==> src/rtl/ssp_irq_pkg.sv <==
// Package: shared bit positions of the four interrupt sources.
// Assumes every user indexes raw/masked/mask vectors with these constants.
package ssp_irq_pkg;
    localparam int NUM_IRQ = 4;
    localparam int IRQ_OVR = 0;  // receive overrun (sticky)
    localparam int IRQ_TMO = 1;  // receive timeout (sticky)
    localparam int IRQ_RXL = 2;  // receive level (half full)
    localparam int IRQ_TXL = 3;  // transmit level (half empty)
    localparam int CLR_W   = 2;  // clear register covers the sticky sources only
endpackage

==> src/rtl/ssp_fifo.sv <==
// Module: ssp_fifo
// Synchronous first-in first-out queue with a fill counter.
// Assumes: a push while full is dropped, a pop while empty is dropped,
// and fullness is judged on the state before this cycle's pop.
module ssp_fifo #(
    parameter int WIDTH = 16,
    parameter int DEPTH = 8,
    localparam int AW = (DEPTH > 1) ? $clog2(DEPTH) : 1,
    localparam int CW = $clog2(DEPTH + 1)
) (
    input  logic             clk,
    input  logic             rst_n,
    input  logic             push,
    input  logic [WIDTH-1:0] push_data,
    input  logic             pop,
    output logic [WIDTH-1:0] head,
    output logic [CW-1:0]    count,
    output logic             full,
    output logic             empty
);
    localparam logic [CW-1:0] DEPTH_C = CW'(DEPTH);
    localparam logic [AW-1:0] LAST_C  = AW'(DEPTH - 1);

    logic [WIDTH-1:0] mem [DEPTH];
    logic [AW-1:0]    wr_ptr, rd_ptr, wr_next, rd_next;
    logic             do_push, do_pop;

    assign full    = (count == DEPTH_C);
    assign empty   = (count == '0);
    assign do_push = push && !full;
    assign do_pop  = pop && !empty;
    assign head    = mem[rd_ptr];

    // Pointer advance: natural wrap for power-of-two depth, compare otherwise.
    generate
        if ((DEPTH & (DEPTH - 1)) == 0) begin : g_pow2
            assign wr_next = wr_ptr + 1'b1;
            assign rd_next = rd_ptr + 1'b1;
        end else begin : g_any
            assign wr_next = (wr_ptr == LAST_C) ? '0 : wr_ptr + 1'b1;
            assign rd_next = (rd_ptr == LAST_C) ? '0 : rd_ptr + 1'b1;
        end
    endgenerate

    // Storage write on accepted push.
    always_ff @(posedge clk) begin
        if (do_push) mem[wr_ptr] <= push_data;
    end

    // Pointers and fill count.
    always_ff @(posedge clk) begin
        if (!rst_n) begin
            wr_ptr <= '0;
            rd_ptr <= '0;
            count  <= '0;
        end else begin
            if (do_push) wr_ptr <= wr_next;
            if (do_pop)  rd_ptr <= rd_next;
            if (do_push && !do_pop)      count <= count + 1'b1;
            else if (do_pop && !do_push) count <= count - 1'b1;
        end
    end
endmodule

==> src/rtl/ssp_rx_timeout.sv <==
// Module: ssp_rx_timeout
// Counts bit ticks while the receive queue holds data and pulses expire
// on the LIMIT-th tick. Assumes restart (read or arrival) has priority over
// a tick in the same cycle. The counter saturates so expiry fires only once.
module ssp_rx_timeout #(
    parameter int LIMIT = 32,
    localparam int TW = $clog2(LIMIT + 1)
) (
    input  logic clk,
    input  logic rst_n,
    input  logic armed,
    input  logic restart,
    input  logic bit_tick,
    output logic expire
);
    localparam logic [TW-1:0] LAST_C  = TW'(LIMIT - 1);
    localparam logic [TW-1:0] LIMIT_C = TW'(LIMIT);

    logic [TW-1:0] cnt;

    assign expire = armed && !restart && bit_tick && (cnt == LAST_C);

    // Idle-period counter with restart and saturation.
    always_ff @(posedge clk) begin
        if (!rst_n)                       cnt <= '0;
        else if (!armed || restart)       cnt <= '0;
        else if (bit_tick && cnt < LIMIT_C) cnt <= cnt + 1'b1;
    end
endmodule

==> src/rtl/ssp_irq_ctrl.sv <==
// Module: ssp_irq_ctrl
// Holds the mask register and the two sticky event bits, and forms the raw
// and masked views and the combined interrupt. Assumes level inputs are
// already derived from queue counts. A set event wins over a clear.
module ssp_irq_ctrl
    import ssp_irq_pkg::*;
(
    input  logic               clk,
    input  logic               rst_n,
    input  logic               tx_level,
    input  logic               rx_level,
    input  logic               ovr_evt,
    input  logic               tmo_evt,
    input  logic               mask_wr_en,
    input  logic [NUM_IRQ-1:0] mask_wdata,
    input  logic               clr_wr_en,
    input  logic [CLR_W-1:0]   clr_wdata,
    output logic [NUM_IRQ-1:0] raw,
    output logic [NUM_IRQ-1:0] masked,
    output logic               irq
);
    logic [NUM_IRQ-1:0] mask_q;
    logic               ovr_q, tmo_q;

    // Mask register.
    always_ff @(posedge clk) begin
        if (!rst_n)          mask_q <= '0;
        else if (mask_wr_en) mask_q <= mask_wdata;
    end

    // Sticky overrun and timeout bits.
    always_ff @(posedge clk) begin
        if (!rst_n) begin
            ovr_q <= 1'b0;
            tmo_q <= 1'b0;
        end else begin
            if (ovr_evt)                                ovr_q <= 1'b1;
            else if (clr_wr_en && clr_wdata[IRQ_OVR])   ovr_q <= 1'b0;
            if (tmo_evt)                                tmo_q <= 1'b1;
            else if (clr_wr_en && clr_wdata[IRQ_TMO])   tmo_q <= 1'b0;
        end
    end

    // Raw view assembly.
    always_comb begin
        raw          = '0;
        raw[IRQ_OVR] = ovr_q;
        raw[IRQ_TMO] = tmo_q;
        raw[IRQ_RXL] = rx_level;
        raw[IRQ_TXL] = tx_level;
    end

    assign masked = raw & mask_q;
    assign irq    = |masked;
endmodule

==> src/rtl/ssp_irq_fifo.sv <==
// Module: ssp_irq_fifo (top)
// Transmit and receive queues around an external shift engine, status flags
// and a four-source interrupt controller. Assumes the engine takes a word
// whenever load_req is high, and signals each finished frame with a
// one-cycle frame_done. An overrun frame is discarded. A frame_done with no
// frame in flight is still stored as received data.
module ssp_irq_fifo
    import ssp_irq_pkg::*;
#(
    parameter int DATA_W       = 16,
    parameter int FIFO_DEPTH   = 8,
    parameter int TIMEOUT_BITS = 32,
    localparam int CW = $clog2(FIFO_DEPTH + 1)
) (
    input  logic               clk,
    input  logic               rst_n,
    input  logic               wr_data_en,
    input  logic [DATA_W-1:0]  wr_data,
    input  logic               rd_data_en,
    output logic [DATA_W-1:0]  rd_data,
    input  logic               mask_wr_en,
    input  logic [NUM_IRQ-1:0] mask_wdata,
    input  logic               clr_wr_en,
    input  logic [CLR_W-1:0]   clr_wdata,
    output logic [NUM_IRQ-1:0] raw_status,
    output logic [NUM_IRQ-1:0] masked_status,
    output logic               irq,
    output logic               busy,
    output logic               rx_full,
    output logic               rx_not_empty,
    output logic               tx_not_full,
    output logic               tx_empty,
    output logic               load_req,
    output logic [DATA_W-1:0]  load_data,
    input  logic               frame_done,
    input  logic [DATA_W-1:0]  frame_data,
    input  logic               bit_tick
);
    localparam logic [CW-1:0] DEPTH_C = CW'(FIFO_DEPTH);
    localparam logic [CW-1:0] HALF_C  = CW'(FIFO_DEPTH / 2);

    logic [CW-1:0]     tx_count, rx_count;
    logic              tx_full_w, tx_empty_w, rx_full_w, rx_empty_w;
    logic [DATA_W-1:0] rx_head;
    logic              in_flight;
    logic              rx_pop, tmo_evt, ovr_evt;

    assign load_req = !in_flight && !tx_empty_w;
    assign rx_pop   = rd_data_en && !rx_empty_w;
    assign ovr_evt  = frame_done && rx_full_w;

    ssp_fifo #(.WIDTH(DATA_W), .DEPTH(FIFO_DEPTH)) u_tx_q (
        .clk       (clk),
        .rst_n     (rst_n),
        .push      (wr_data_en),
        .push_data (wr_data),
        .pop       (load_req),
        .head      (load_data),
        .count     (tx_count),
        .full      (tx_full_w),
        .empty     (tx_empty_w)
    );

    ssp_fifo #(.WIDTH(DATA_W), .DEPTH(FIFO_DEPTH)) u_rx_q (
        .clk       (clk),
        .rst_n     (rst_n),
        .push      (frame_done),
        .push_data (frame_data),
        .pop       (rd_data_en),
        .head      (rx_head),
        .count     (rx_count),
        .full      (rx_full_w),
        .empty     (rx_empty_w)
    );

    ssp_rx_timeout #(.LIMIT(TIMEOUT_BITS)) u_tmo (
        .clk      (clk),
        .rst_n    (rst_n),
        .armed    (!rx_empty_w),
        .restart  (rx_pop || frame_done),
        .bit_tick (bit_tick),
        .expire   (tmo_evt)
    );

    ssp_irq_ctrl u_irq (
        .clk        (clk),
        .rst_n      (rst_n),
        .tx_level   ((DEPTH_C - tx_count) >= HALF_C),
        .rx_level   (rx_count >= HALF_C),
        .ovr_evt    (ovr_evt),
        .tmo_evt    (tmo_evt),
        .mask_wr_en (mask_wr_en),
        .mask_wdata (mask_wdata),
        .clr_wr_en  (clr_wr_en),
        .clr_wdata  (clr_wdata),
        .raw        (raw_status),
        .masked     (masked_status),
        .irq        (irq)
    );

    // Engine occupancy: set when a word is handed over, cleared on frame end.
    always_ff @(posedge clk) begin
        if (!rst_n)          in_flight <= 1'b0;
        else if (load_req)   in_flight <= 1'b1;
        else if (frame_done) in_flight <= 1'b0;
    end

    assign rd_data      = rx_empty_w ? '0 : rx_head;
    assign busy         = in_flight || !tx_empty_w;
    assign rx_full      = rx_full_w;
    assign rx_not_empty = !rx_empty_w;
    assign tx_not_full  = !tx_full_w;
    assign tx_empty     = tx_empty_w;
endmodule

==> config.mk <==
export PLATFORM = sky130hd
export DESIGN_NAME = ssp_irq_fifo
export DESIGN_NICKNAME = d
export VERILOG_FILES = /design/src/rtl/ssp_irq_pkg.sv /design/src/rtl/ssp_fifo.sv /design/src/rtl/ssp_rx_timeout.sv /design/src/rtl/ssp_irq_ctrl.sv /design/src/rtl/ssp_irq_fifo.sv
export SDC_FILE = /design/constraint.sdc
export NUM_CORES = 1
export LEC_CHECK = 0
export ABC_AREA = 1
export BUFFER_PORTS_ARGS = -buffer_cell sky130_fd_sc_hd__buf_2
export CAP_MARGIN = 15
export CORE_UTILIZATION = 35
export DETAILED_ROUTE_END_ITERATION = 16
export GPL_TIMING_DRIVEN = 0
export PLACE_DENSITY = 0.61
export REMOVE_ABC_BUFFERS = 1
export SKIP_LAST_GASP = 1
export SYNTH_ARGS = -nofsm -noshare
export SYNTH_HDL_FRONTEND = slang
export SYNTH_SLANG_ARGS = --single-unit
==> constraint.sdc <==
create_clock -name clk -period 2.1 [get_ports clk]
set_input_delay 0.105 -clock clk [delete_from_list [all_inputs] [get_ports clk]]
set_output_delay 0.105 -clock clk [all_outputs]
set_load 0.005 [all_outputs]
# Yosys cells after proc, flatten, opt, wreduce, memory -nomap -nowiden
# Memory sizes are Yosys's and may differ from the RTL's. A register that Yosys moved wholly into a read port is not among the register bits.
# Index checks and enable logic that the tools add are counted.
# Widths: inputs -> output; s select.
# totals
ff_bits	33
mem_count	2
output_inout_bits	47
rom_bits	0
wordCells	88
latch_bits	0
mem_bits_rw	256
in_bits	46
# mem_list
name	depth	width	rd	rd_clocked_by_memory_dff	write_ports	line_no	rtl
u_rx_q.mem	8	16	1	1	1	ssp_fifo.sv:24	logic [WIDTH-1:0] mem [DEPTH];
u_tx_q.mem	8	16	1	1	1	ssp_fifo.sv:24	
# classes
muxes	19
n_mul	0
add_sub_neg	10
eq_ne	3
magnitude_cmp	3
n_shift	0
bitwise_logic	2
reduce_logical	38
n_div	0
# op_table
cell	count
$logic_and 1x1->1	16
$mux 16	1
$mux 4	4
$add 3x1->3 const B	4
$mux 3	4
$logic_not 1->1	10
$mux 1	10
$reduce_bool 2->1	5
$add 4x1->4 const B	2
$eq 4x4->1 const B	2
$ge 4x3->1 const B	2
$logic_not 4->1	2
$sub 4x1->4 const B	2
$add 6x1->6 const B	1
$eq 6x5->1 const B	1
$lt 6x6->1 const B	1
$and 4x4->4	1
$reduce_or 4->1	1
$sub 4x4->4 const A	1
$logic_or 1x1->1	3
$reduce_or 2->1	1
$not 1->1	1

# Logic depth before layout (Yosys ltp)
# logic_depth
word_depth	9
mapped_depth	14
ltp_nobuf	14

# Modules after synthesis
# A second synthesis with hierarchy kept.
# hier_totals
cells_unflattened	1189
area_unflattened_um2	12414.4
# modules_own_cells
module	area_per_inst_um2	instances	cells_per_inst
ssp_fifo	5790.6	2	524
ssp_rx_timeout	296.5	1	42
ssp_irq_ctrl	276.5	1	41
ssp_irq_fifo	260.2	1	58

# Worst setup path before layout
# OpenSTA, ideal clock, no wires.
# synth_path
kind	reg2reg
start	reg u_rx_q.count[0]
end	mem u_rx_q.mem[4][0], enable pin
setup_slack_ps	-110
arrival_ps	1800
stages_incl_launch_ff	5
setup_time_ps	409
path_buffers	0
t_required_ps	1691
period_less_slack_ps	2210
path_cell_list	dfxtp_1 > nor2_2 > nand3_1 > nand2_2 > nor3_1
# synth_between
elab_chain_len	5
# synth_rtl
item	line_no	rtl
start: declaration	ssp_fifo.sv:17	output logic [CW-1:0] count,
start signal: assignment	ssp_fifo.sv:59	if (do_push && !do_pop) count <= count + 1'b1;
start signal: assignment	ssp_fifo.sv:60	else if (do_pop && !do_push) count <= count - 1'b1;
$eq 4x4->1	ssp_fifo.sv:28	assign full = (count == DEPTH_C);
$logic_not 1->1	ssp_fifo.sv:30	assign do_push = push && !full;
$logic_and 1x1->1	ssp_fifo.sv:30	
$mux 1	ssp_fifo.sv:47	if (do_push) mem[wr_ptr] <= push_data;
$mux 1 (implied by the code)	ssp_fifo.sv:47	
end: declaration	ssp_fifo.sv:24	
# Every way passes these cells.

# Worst setup path in the final report
# layout_path
start	reg u_rx_q.count[2]
end	mem u_rx_q.mem[1][8], enable pin
# layout_between
elab_chain_len	5
# layout_rtl
item	line_no	rtl
$eq 4x4->1	ssp_fifo.sv:28	
$logic_not 1->1	ssp_fifo.sv:30	
$logic_and 1x1->1	ssp_fifo.sv:30	
via u_rx_q.do_push	ssp_fifo.sv:26	logic do_push, do_pop;
$mux 1	ssp_fifo.sv:47	
$mux 1 (implied by the code)	ssp_fifo.sv:47	
# The timed path passes the listed nets, and every way through them passes these cells.

==> run_results.csv <==
group,metric,value,unit
worst_setup_path,r2r_slack,80,ps
worst_setup_path,slowest_delay,520,ps
finish,fillerInstances,3032,
routing,drt_iter0_markers,508,
sta,fin_setup_tns,0,ps
worst_setup_path,arrival,2220,ps
pwr,totalPowerFinal,18.7,mW
pwr,power.density,1220,nW/um^2
worst_setup_path,crit_path_top_delay_cell,"nor2_2",
pwr,p_leak,5.67,nW
synth,synthTopCellsByArea,"edfxtp_1 (64%), nor2_1 (7.7%), dfxtp_1 (6.5%), o21ai_0 (4.3%), nand2_1 (3.9%)",
routing,wl_per_cell,16.6,um
die,start_util,0.356,
routing,antenna_left,0,
clocking,cts-root-buf,"clkbuf_16",
global_route,antenna_found_initial,1,
sta,rsz0062_at_grt,"yes",
clocking,cts_tree,"built",
clocking,clockBufferDepth,3,
routing,wirelength,28100,um
synth,synth_top_area_frac,0.644,
worst_setup_path,path_class,"flop to flop",
finish,fin_util,0.454,
finish,regArea,8490,um^2
sta,period_minus_slack,2020,ps
sta,slew_viol_final,0,
clocking,clock_latency,510,ps
sta,setup_violations,0,
global_route,grt_overflow,0,
worst_hold_path,min_from,"frame_done",
worst_setup_path,crit_path_frequent_cell,"inv_2",
placed_design,gp_congestion,0.740,
die,rows,67,
finish,multiInputGateArea,3170,um^2
sta,hold_viol_final,0,
worst_setup_path,reg2reg_to,"u_rx_q.mem[1][8]",
synth,ys_seq_area_frac,0.709,
die,die-area,34800,um^2
worst_setup_path,worstReg2RegStart,"u_rx_q.count[2]",
pwr,vdd_drop_max,0.000874,V
flow_run,cap_violations,0,
synth,yosysTopAreaCell,"edfxtp_1",
die,die_x,187,um
worst_setup_path,cp_max_fo,11,
worst_hold_path,holdPathStages,4,
worst_hold_path,min_path_type,"input pin to flop",
synth,netlist-cell-type-count,30,
sta,relSlewSlack,0.374,
synth,syn_avg_cell_area,11.5,um^2
worst_setup_path,path_cells,"inv_2 -> nand3_2 -> nand2_4 -> inv_2 -> nand2_1 -> nor2_2 -> buf_16",
global_route,grt_max_degree,65,
worst_setup_path,reg2regPathDepth,7,
sta,fin_worst_skew,16.4,ps
worst_setup_path,cp-end-kind,"flop",
finish,drive_gt1_frac,0.203,
outcome,status,"finished clean",
sta,finalHoldWorstSlack,5.50,ps
finish,fin_area,15200,um^2
clocking,clock_sinks,295,
finish,areaGrowthSynthToFinish,27.7,%
routing,drc,0,
synth,syn-cell-area,11900,um^2
worst_setup_path,worstSetupStartpoint,"u_rx_q.count[2]",
worst_setup_path,required,2300,ps
routing,via_count,8234,
die,core_area,33500,um^2
worst_setup_path,endpoint,"u_rx_q.mem[1][8]",
sta,worstMarginPinSlew,934,ps
sta,post-route-period-util,0.962,
routing,firstDrtPassIters,5,
clocking,htree_num_levels,2,
routing,routed_via_density,4.86,
die,die_y,187,um
worst_setup_path,cp-start-kind,"flop",
placed_design,numPortBuffers,92,
finish,nets,1279,
synth,netlist_instances,1038,
global_route,grt_pass1_vias,7937,
placed_design,place_area,13100,um^2
synth,ys_ff_latch,295,
placed_design,dpl.hpwl,15700,um
clocking,cts-buffers-inserted,34,
global_route,grtUsageTotal,0.159,
synth,yosysWarningCount,0,
die,io_pins,93,
clocking,clk_pin_slew,50,ps
sta,fmax,0.495,GHz
global_route,grt_pass1_wl,43300,um
## cell families after synthesis
| kind of cell | count (synthesis) | synth area share |
|---|---|---|
| adders and majority gates | 13 | 0.0149 |
| and+or+nand+nor | 416 | 0.139 |
| buffers and inverters | 93 | 0.0386 |
| xor gates and xnor gates | 8 | 0.00587 |
| DFF | 295 | 0.709 |
| AOI/OAI and AO/OA | 213 | 0.0927 |
## worst min-delay path by stage
stage	end	slack (ps)
after floorplan	u_rx_q.mem[0][0]	200
after global placement	u_irq.mask_q[3]	330
after detailed placement	u_irq.mask_q[3]	340
after CTS	in_flight	1
after global routing	u_rx_q.wr_ptr[0]	40
final	in_flight	5
## per-stage QoR
stage | std cells | setup WS [ps]
2_1_floorplan | 986 | -434
3_3_place_gp | 1526 | -2160
3_5_place_dp | 1548 | -1110
4_1_cts | 1677 | -35.4
5_1_grt | 1693 | -86.8
6_report | 1693 | 80.8
## cell usage after synthesis, drive strengths merged
master / n
dfxtp: 39
nor3: 7
fa: 2
and2: 1
ha: 11
a21oi: 21
xor2: 8
edfxtp: 256
nand4: 1
nand2: 127
clkbuf: 19
o22ai: 32
o21ai: 160
buf: 33
nor3b: 2
or2: 3
nand3: 29
inv: 41
nor2: 246
## what timing repair did
action / 4_1_cts / 5_1_grt
hold buffers: 52 / 0
resized for setup: 29 / 24
endpoints found under the hold margin: 273 / 0
gates cloned: 5 / 0
setup endpoints to repair: 71 / 74
pin swaps: 4 / 4
buffers inserted: 12 / 15
## registers in the layout, summed over array words and instances, names as in the netlist, 3 cells and up, named ones only
register and flops:
u_irq.mask_q 4, u_rx_q.count 4, u_rx_q.mem 128, u_rx_q.rd_ptr 3, u_rx_q.wr_ptr 3, u_tmo.cnt 6, u_tx_q.count 4, u_tx_q.mem 128
u_tx_q.rd_ptr 3, u_tx_q.wr_ptr 3
## critical path, delay by kind of cell, from the launching register on
family / cells / cell delay [ps]
DFF: 1 / 400
buffers and inverters: 3 / 430
and+or+nand+nor: 4 / 900
## report_power, final
part           switching (mW)  leakage (nW)  total (mW)  internal, mW
clock network            2.27         0.545        5.93          3.66
registers               0.292          2.65        7.11          6.81
logic                    3.37          2.47        5.62          2.26
## per-layer routing
metal / wire length (um) / global-route usage / up-vias
li1: - / - / 4000
met4: 948 / 0.0700 / 0
met1: 11900 / 0.195 / 3954
met2: 13800 / 0.274 / 216
met5: 0 / 0 / -
met3: 1380 / 0.0297 / 64
## placed cells by master (no fill, tap or decap), types with 3 or more instances in the layout
cell / n
a21oi_1: 20
buf_16: 8
buf_2: 92
buf_4: 24
buf_6: 9
buf_8: 7
bufinv_16: 5
clkbuf_1: 3
clkbuf_16: 35
clkinv_1: 7
clkinv_2: 4
clkinvlp_4: 6
dfxtp_1: 28
dfxtp_2: 6
dfxtp_4: 5
dlygate4sd3_1: 52
edfxtp_1: 256
ha_1: 9
inv_1: 31
inv_2: 5
nand2_1: 122
nand2_4: 3
nand3_1: 25
nand3_2: 3
nor2_1: 230
nor2_2: 12
nor2_4: 4
nor3_1: 3
o21ai_0: 102
o21ai_1: 58
o22ai_1: 32
xor2_1: 8
## layout make-up
type                            instances  area share
Sequential cell                       295       0.557
Inverter                               41      0.0129
Tap cell                              448      0.0368
Timing Repair inverter                  2     0.00123
Clock inverter                         22      0.0161
Clock buffer                           38      0.0582
Timing Repair Buffer                  195       0.109
Multi-Input combinational cell        651       0.208
Antenna cell                            1    0.000164
No activity file was read; power rests on OpenSTA's default activity.
